--- src/rtl/bmdma_pkg.sv ---
package bmdma_pkg;
   localparam int WORD_W = 16;

   localparam logic [2:0] OFS_CMD  = 3'd0;
   localparam logic [2:0] OFS_SCR1 = 3'd1;
   localparam logic [2:0] OFS_STAT = 3'd2;
   localparam logic [2:0] OFS_SCR3 = 3'd3;

   typedef enum logic [2:0] {
      WK_IDLE,
      WK_DESC_ADDR,
      WK_DESC_CNT,
      WK_DRV_WAIT,
      WK_DRV_ACK,
      WK_MEM_RD,
      WK_MEM_WR,
      WK_TAIL
   } walk_state_t;
endpackage

--- src/rtl/bmdma_regs.sv ---
module bmdma_regs
   import bmdma_pkg::*;
(
   input  logic        clk,
   input  logic        rst_n,
   input  logic        wr_en,
   input  logic [2:0]  addr,
   input  logic [7:0]  wdata,
   output logic [7:0]  rdata,
   input  logic        irq_rise,
   input  logic        ev_finish,
   input  logic        ev_err,
   output logic        run,
   output logic        dir,
   output logic        go,
   output logic        active,
   output logic        intr,
   output logic [31:0] tbl_ptr
);
   logic       err;
   logic [1:0] cap;
   logic [7:0] scr1, scr3;
   logic       wr_cmd, wr_stat, stop;

   assign wr_cmd  = wr_en && (addr == OFS_CMD);
   assign wr_stat = wr_en && (addr == OFS_STAT);
   assign go      = wr_cmd && wdata[0] && !run;
   assign stop    = wr_cmd && !wdata[0] && run;

   always_ff @(posedge clk) begin
      if (!rst_n) begin
         run <= 1'b0; dir <= 1'b0; active <= 1'b0; err <= 1'b0; intr <= 1'b0;
         cap <= '0; scr1 <= '0; scr3 <= '0; tbl_ptr <= '0;
      end else begin
         if (wr_cmd) begin
            run <= wdata[0];
            if (!run) dir <= wdata[3];
         end
         if (go)                                active <= 1'b1;
         else if (ev_finish || ev_err || stop)  active <= 1'b0;
         if (ev_err)                            err <= 1'b1;
         else if (wr_stat && wdata[1])          err <= 1'b0;
         if (ev_err || (irq_rise && active))    intr <= 1'b1;
         else if (wr_stat && wdata[2])          intr <= 1'b0;
         if (wr_stat) cap <= wdata[6:5];
         if (wr_en && addr == OFS_SCR1) scr1 <= wdata;
         if (wr_en && addr == OFS_SCR3) scr3 <= wdata;
         if (wr_en && addr[2]) begin
            case (addr[1:0])
               2'd0: tbl_ptr[7:0]   <= {wdata[7:2], 2'b00};
               2'd1: tbl_ptr[15:8]  <= wdata;
               2'd2: tbl_ptr[23:16] <= wdata;
               default: tbl_ptr[31:24] <= wdata;
            endcase
         end
      end
   end

   always_comb begin
      case (addr)
         OFS_CMD:  rdata = {4'b0, dir, 2'b0, run};
         OFS_SCR1: rdata = scr1;
         OFS_STAT: rdata = {1'b0, cap, 2'b0, intr, err, active};
         OFS_SCR3: rdata = scr3;
         3'd4:     rdata = tbl_ptr[7:0];
         3'd5:     rdata = tbl_ptr[15:8];
         3'd6:     rdata = tbl_ptr[23:16];
         default:  rdata = tbl_ptr[31:24];
      endcase
   end

   // the active flag only rises through a start write
   p_active_rise_r5: assert property (@(posedge clk) disable iff (!rst_n)
      $rose(active) |-> $past(go));
   // capability flags move only on a status write
   p_cap_hold_r3: assert property (@(posedge clk) disable iff (!rst_n)
      !wr_stat |=> $stable(cap));
endmodule

--- src/rtl/bmdma_walker.sv ---
module bmdma_walker
   import bmdma_pkg::*;
#(
   parameter int AW    = 32,
   parameter int CNT_W = 16
) (
   input  logic              clk,
   input  logic              rst_n,
   input  logic              go,
   input  logic              run,
   input  logic              dir,
   input  logic [AW-1:0]     tbl_ptr,
   input  logic              irq_rise,
   output logic              mem_req,
   output logic              mem_we,
   output logic              mem_hword,
   output logic [AW-1:0]     mem_addr,
   output logic [31:0]       mem_wdata,
   input  logic [31:0]       mem_rdata,
   input  logic              mem_ack,
   input  logic              mem_err,
   input  logic              drv_dreq,
   output logic              drv_dack,
   input  logic [WORD_W-1:0] drv_rdata,
   output logic [WORD_W-1:0] drv_wdata,
   output logic              ev_finish,
   output logic              ev_err
);
   localparam int             REM_W    = CNT_W + 1;
   localparam logic [REM_W-1:0] FULL_CNT = {1'b1, {CNT_W{1'b0}}};
   localparam logic [REM_W-1:0] STEP     = REM_W'(WORD_W / 8);

   walk_state_t       st;
   logic [AW-1:0]     ptr, cur;
   logic [REM_W-1:0]  rem;
   logic              last_desc, irq_seen;
   logic [WORD_W-1:0] dbuf;
   logic [CNT_W-1:0]  cnt_even;
   walk_state_t       after_word;

   generate
      if (CNT_W < 2 || CNT_W > 16 || AW < CNT_W + 1 || AW > 32) begin : g_bad_cfg
         $error("bmdma_walker: CNT_W must be 2..16 and AW in CNT_W+1..32");
      end
   endgenerate

   assign cnt_even = {mem_rdata[CNT_W-1:1], 1'b0};

   always_comb begin
      if (rem == STEP)
         after_word = last_desc ? WK_TAIL : WK_DESC_ADDR;
      else
         after_word = dir ? WK_DRV_WAIT : WK_MEM_RD;
   end

   assign mem_req   = run && (st == WK_DESC_ADDR || st == WK_DESC_CNT ||
                              st == WK_MEM_RD || st == WK_MEM_WR);
   assign mem_we    = (st == WK_MEM_WR);
   assign mem_hword = (st == WK_MEM_RD || st == WK_MEM_WR);
   assign mem_addr  = (st == WK_DESC_ADDR) ? ptr :
                      (st == WK_DESC_CNT)  ? ptr + AW'(4) : cur;
   assign mem_wdata = {{(32-WORD_W){1'b0}}, dbuf};
   assign drv_dack  = run && (st == WK_DRV_ACK);
   assign drv_wdata = dbuf;
   assign ev_err    = mem_req && mem_err;
   assign ev_finish = run && (st == WK_TAIL) && (irq_seen || irq_rise);

   always_ff @(posedge clk) begin
      if (!rst_n) begin
         st <= WK_IDLE; ptr <= '0; cur <= '0; rem <= '0;
         last_desc <= 1'b0; irq_seen <= 1'b0; dbuf <= '0;
      end else if (go) begin
         st <= WK_DESC_ADDR; ptr <= tbl_ptr; irq_seen <= 1'b0;
      end else if (st != WK_IDLE && !run) begin
         st <= WK_IDLE;
      end else begin
         if (irq_rise && st != WK_IDLE) irq_seen <= 1'b1;
         if (ev_err) st <= WK_IDLE;
         else begin
            unique case (st)
               WK_DESC_ADDR: if (mem_ack) begin
                  cur <= {mem_rdata[AW-1:1], 1'b0};
                  st  <= WK_DESC_CNT;
               end
               WK_DESC_CNT: if (mem_ack) begin
                  rem       <= (cnt_even == '0) ? FULL_CNT : {1'b0, cnt_even};
                  last_desc <= mem_rdata[31];
                  ptr       <= ptr + AW'(8);
                  st        <= dir ? WK_DRV_WAIT : WK_MEM_RD;
               end
               WK_MEM_RD: if (mem_ack) begin
                  dbuf <= mem_rdata[WORD_W-1:0];
                  st   <= WK_DRV_WAIT;
               end
               WK_DRV_WAIT: if (drv_dreq) begin
                  if (dir) dbuf <= drv_rdata;
                  st <= WK_DRV_ACK;
               end
               WK_DRV_ACK: begin
                  if (dir) st <= WK_MEM_WR;
                  else begin
                     cur <= cur + AW'(2); rem <= rem - STEP; st <= after_word;
                  end
               end
               WK_MEM_WR: if (mem_ack) begin
                  cur <= cur + AW'(2); rem <= rem - STEP; st <= after_word;
               end
               WK_TAIL: if (irq_seen || irq_rise) st <= WK_IDLE;
               default: ;
            endcase
         end
      end
   end

   // a memory request holds its address until answered
   p_req_hold_r6: assert property (@(posedge clk) disable iff (!rst_n)
      mem_req && !mem_ack && !mem_err && run |=> mem_req && $stable(mem_addr));
   // an error response ends memory activity
   p_err_halts_r11: assert property (@(posedge clk) disable iff (!rst_n)
      mem_req && mem_err |=> !mem_req);
endmodule

--- src/rtl/bmdma_engine.sv ---
module bmdma_engine
   import bmdma_pkg::*;
#(
   parameter int AW    = 32,
   parameter int CNT_W = 16
) (
   input  logic              clk,
   input  logic              rst_n,
   input  logic              reg_wr,
   input  logic [2:0]        reg_addr,
   input  logic [7:0]        reg_wdata,
   output logic [7:0]        reg_rdata,
   output logic              mem_req,
   output logic              mem_we,
   output logic              mem_hword,
   output logic [AW-1:0]     mem_addr,
   output logic [31:0]       mem_wdata,
   input  logic [31:0]       mem_rdata,
   input  logic              mem_ack,
   input  logic              mem_err,
   input  logic              drv_dreq,
   output logic              drv_dack,
   input  logic [WORD_W-1:0] drv_rdata,
   output logic [WORD_W-1:0] drv_wdata,
   input  logic              drv_irq,
   output logic              irq
);
   logic        irq_q, irq_rise;
   logic        run, dir, go, active, intr, ev_finish, ev_err;
   logic [31:0] tbl_ptr;

   always_ff @(posedge clk) begin
      if (!rst_n) irq_q <= 1'b0;
      else        irq_q <= drv_irq;
   end
   assign irq_rise = drv_irq && !irq_q;
   assign irq      = intr;

   bmdma_regs u_regs (
      .clk(clk), .rst_n(rst_n), .wr_en(reg_wr), .addr(reg_addr),
      .wdata(reg_wdata), .rdata(reg_rdata), .irq_rise(irq_rise),
      .ev_finish(ev_finish), .ev_err(ev_err), .run(run), .dir(dir), .go(go),
      .active(active), .intr(intr), .tbl_ptr(tbl_ptr)
   );

   bmdma_walker #(.AW(AW), .CNT_W(CNT_W)) u_walk (
      .clk(clk), .rst_n(rst_n), .go(go), .run(run), .dir(dir),
      .tbl_ptr(tbl_ptr[AW-1:0]), .irq_rise(irq_rise),
      .mem_req(mem_req), .mem_we(mem_we), .mem_hword(mem_hword),
      .mem_addr(mem_addr), .mem_wdata(mem_wdata), .mem_rdata(mem_rdata),
      .mem_ack(mem_ack), .mem_err(mem_err), .drv_dreq(drv_dreq),
      .drv_dack(drv_dack), .drv_rdata(drv_rdata), .drv_wdata(drv_wdata),
      .ev_finish(ev_finish), .ev_err(ev_err)
   );

   // no drive acknowledge unless the engine is active
   p_dack_active_r5: assert property (@(posedge clk) disable iff (!rst_n)
      drv_dack |-> active);
endmodule

--- config.mk ---
export PLATFORM = sky130hd
export DESIGN_NAME = bmdma_engine
export DESIGN_NICKNAME = d
export VERILOG_FILES = /design/src/rtl/bmdma_pkg.sv /design/src/rtl/bmdma_regs.sv /design/src/rtl/bmdma_walker.sv /design/src/rtl/bmdma_engine.sv
export SDC_FILE = /design/constraint.sdc
export NUM_CORES = 1
export LEC_CHECK = 0
export ABC_CLOCK_PERIOD_IN_PS = 5930
export BUFFER_PORTS_ARGS = -buffer_cell sky130_fd_sc_hd__buf_4
export CAP_MARGIN = 20
export CORE_ASPECT_RATIO = 2
export CORE_MARGIN = 2
export CORE_UTILIZATION = 55
export CTS_CLUSTER_DIAMETER = 150
export CTS_CLUSTER_SIZE = 30
export DETAILED_ROUTE_END_ITERATION = 12
export GPL_TIMING_DRIVEN = 0
export HOLD_SLACK_MARGIN = 0.08
export MAX_ROUTING_LAYER = met4
export PLACE_DENSITY = 0.78
export SLEW_MARGIN = 5
export SYNTH_ARGS = -nofsm -noshare
export SYNTH_HDL_FRONTEND = slang
export SYNTH_HIERARCHICAL = 1
export SYNTH_SLANG_ARGS = --single-unit
--- constraint.sdc ---
create_clock -name clk -period 5.93 [get_ports clk]
set_clock_uncertainty 0.15 [all_clocks]
set_input_delay 0.2965 -clock clk [delete_from_list [all_inputs] [get_ports clk]]
set_output_delay 0.2965 -clock clk [all_outputs]
set_load 0.005 [all_outputs]
==> results.cfg <==
[status]
status = finished, final reports clean

[clocking]
cts.clk_slew.worst_paths_ns = 0.06
ctsHtreeMaxLevel = 4
cts_sinks = 154
clockBufferDepth = 2
cts_resized = 0
cts_buffers = 17
worstSkewPairLatency_ns = 0.44
tritoncts = done
clockRootBuffer = clkbuf_16

[timing]
tns_ns = 0
setup_viol = 0
hold_viol = 0
finalCritPeriodShare_pct = 74.2
finalMaxSlewViolations = 0
grt_setup_unrepaired = false
tightest_slew_ns = 1.15
fmax_ghz = 0.227
min_period_ns = 4.40
slew-limit-headroom_pct = 22.3

[grt]
grtUsageMet1_pct = 38.6
grt_usage_pct = 46.2
antenna_found_initial = 0
grt_start_max_net_pins = 17
grt_use_met2_pct = 77.8
grt_pass1_vias = 11844
grt_pass1_wl_um = 66100
overflow = 0
grt_util_met3_pct = 10.5
top_usage_layer = met2

[worst_setup_path]
path_cells = clkbuf_1, nor3b_1, clkbuf_1, nand2_1, o311ai_0, buf_4
crit_family = compound AO/OA/AOI/OAI gates
cp-endpoint = mem_addr[25]
r2r_start = u_walk/st[0]
path_buf_inv = 3
critPathMaxFanout = 10
rr_worst_depth = 7
path_depth = 6
cp_common_cell = clkbuf_1
startpoint = u_walk/st[1]
slowest_stage = o311ai_0
worstSetupStartpointType = flip-flop
cp-end-kind = primary output
r2r_setup_slack_ns = 2.75
path_class = flip-flop to primary output
crit_arrival_ns = 3.95
cp.required_ns = 5.48
cpPeakStageDelay_ns = 1.07
regToRegEndpoint = u_walk/cur[3]

[finish]
drive_gt1_share_pct = 19.3
diodes = 0
nFillCells = 1542
fin_util_pct = 69.5
area_growth_pct = 23.3
final_nets = 1597

[synth]
avgSynthCellArea_um2 = 7.63
synth_area_um2 = 10000
yosysWarnings = 6
ys_seq_area_share_pct = 30.8
synth_edf_count = 0
synth_cell_types = 91
ys_ff_latch = 154
synthArstFlopShare_pct = 0
ys.flop_type = dfxtp_1
postSynthCellCount = 1313

[routing]
drtIter0Drc = 1262
routed_wl_um = 44400
dr.pass1.iters = 8
viasPerCell = 6.85
vias = 12000
wl_per_cell_um = 25.3
ant_nets = 0
drc = 0

[min_path]
hold_path_class = input pin to flip-flop

[die]
die_w_um = 99.4
pin_count = 159
num_rows = 69
start_util_pct = 56.3
fp.dieH_um = 195
core-area_um2 = 17800
die_area_um2 = 19400

[power]
peakVddDrop_v = 0.000177
power_density_nw_per_um2 = 205
total_leakage_power_nw = 4.80

[place]
hpwl_um = 33600
place_congestion = 1.07
portBuffers = 141

[run]
max_cap_violations = 0
[metal layers]
layer  up-vias  wire length [um]  share of wire (%)
met2       921             22000                 50
met3       403              3640                8.2
met1      5413             12700                 29
met4         0              6050                 14
met5         -                 0                  0
li1       5263                 -                  -
[stage by stage]
stage | hold WS (ns) | area (um2) | power, mW | instances | setup WS (ns)
after floorplan | 0.264 | 10100 | 1.27 | 1329 | 3.51
after global placement | 0.288 | 11400 | 1.42 | 1683 | 2.34
after detailed placement | 0.297 | 11400 | 1.42 | 1683 | 2.41
after CTS | 0.0884 | 12400 | 2.52 | 1752 | 1.93
after global routing | 0.0930 | 12400 | 2.60 | 1752 | 1.52
final | 0.0913 | 12400 | 2.53 | 1752 | 1.53
[power breakdown]
part | internal, mW | total, mW | switching [mW]
sequential | 1.05 | 1.08 | 0.0228
combinational | 0.152 | 0.360 | 0.208
clock | 0.621 | 1.10 | 0.477
total | 1.83 | 2.53 | 0.708
[cell type report]
class                   count  area [um2]  share of cell area (%)
multi-input cells        1008        6090                    49.3
plain buffers             147         831                    6.72
well taps                 213         267                    2.16
repair buffers            179        1440                    11.6
clock buffers              18         429                    3.47
clock inverters            13         145                    1.17
inverters                  20        75.1                   0.607
flip-flops and latches    154        3080                    24.9
[worst reg2reg max path, cell delays in order, from the launching register on]
cell      delay [ns]
dfxtp_1         0.41
nand2b_1        0.13
clkbuf_1        0.49
clkbuf_1        0.64
buf_1           0.62
nand2_1         0.32
a21o_1          0.23
a21oi_1         0.11
[synthesized netlist by cell type, types with 12 or more instances]
| master | n | area share (%) |
|---|---|---|
| and2_1 | 17 | 1.1 |
| dfxtp_1 | 154 | 31 |
| buf_4 | 42 | 3.1 |
| nor2_1 | 125 | 4.7 |
| mux2i_1 | 40 | 4.0 |
| nor4_1 | 17 | 1.1 |
| a211oi_1 | 24 | 1.8 |
| nand2_1 | 160 | 6.0 |
| o22ai_1 | 14 | 0.87 |
| nand4_1 | 22 | 1.4 |
| o21ai_0 | 68 | 3.4 |
| a21oi_1 | 111 | 5.5 |
| inv_1 | 20 | 0.75 |
| o211ai_1 | 12 | 0.90 |
| a31oi_1 | 27 | 1.7 |
| buf_2 | 26 | 1.3 |
| nor3_1 | 41 | 2.0 |
| and3_1 | 26 | 1.6 |
| a311oi_1 | 13 | 1.1 |
| nand3_1 | 40 | 2.0 |
| clkbuf_1 | 60 | 2.2 |
[logic make-up (layout without fill, tap and decap cells)]
group | Yosys count | count (layout) | share of synthesized area (%)
other | 2 | 18 | 0.0749
AND/OR/NAND/NOR | 526 | 526 | 26.6
XOR/XNOR | 12 | 12 | 1.05
adder cells (fa/ha/maj) | 4 | 4 | 0.499
multiplexers | 50 | 50 | 5.23
flip-flops | 154 | 154 | 30.8
buffers and inverters | 167 | 377 | 9.04
AO/OA/AOI/OAI | 398 | 398 | 26.7
[layout by cell type (no fill, tap or decap), drive strengths merged, types with 9 or more instances in the layout]
master and n:
buf 226, nand2 160, dfxtp 154, nor2 126
a21oi 111, clkbuf 80, o21ai 69, nor3 42
mux2i 40, nand3 40, dlygate4sd3 38, a31oi 27
and3 26, a211oi 24, inv 23, nand4 22
nor4 19, conb 18, and2 17, o22ai 14
a311oi 13, o211ai 12, a22oi 11, o21a 10
mux2 9, a32oi 9, and4 9, o311ai 9
[how the worst min path moves through the flow]
stage	startpoint	to	slack, ns	cells past startpoint
finish	drv_rdata[9]	u_walk/drv_wdata[9]	0.09	3
global route	mem_rdata[13]	u_walk/drv_wdata[13]	0.09	3
CTS	mem_rdata[2]	u_walk/drv_wdata[2]	0.09	3
detailed placement	u_regs/scr3[3]	u_regs/scr3[3]	0.30	2
global placement	u_regs/scr3[2]	u_regs/scr3[2]	0.29	2
floorplan	rst_n	u_regs/intr	0.26	1
[repair_timing]
action,in CTS,in global routing
endpoints found under the hold margin,73,0
setup buffers,0,0
hold buffers,38,0
setup endpoints to repair,0,0
[sequential cells by signal (all words and copies together) (netlist names), 3 cells and up]
register	cells
u_walk/st	3
u_walk/rem	16
u_walk/cur	31
u_regs/scr3	8
u_walk/ptr	32
u_regs/scr1	8
u_regs/tbl_ptr	30
u_walk/drv_wdata	16
Note: power is estimated with default switching activity, not from simulation.
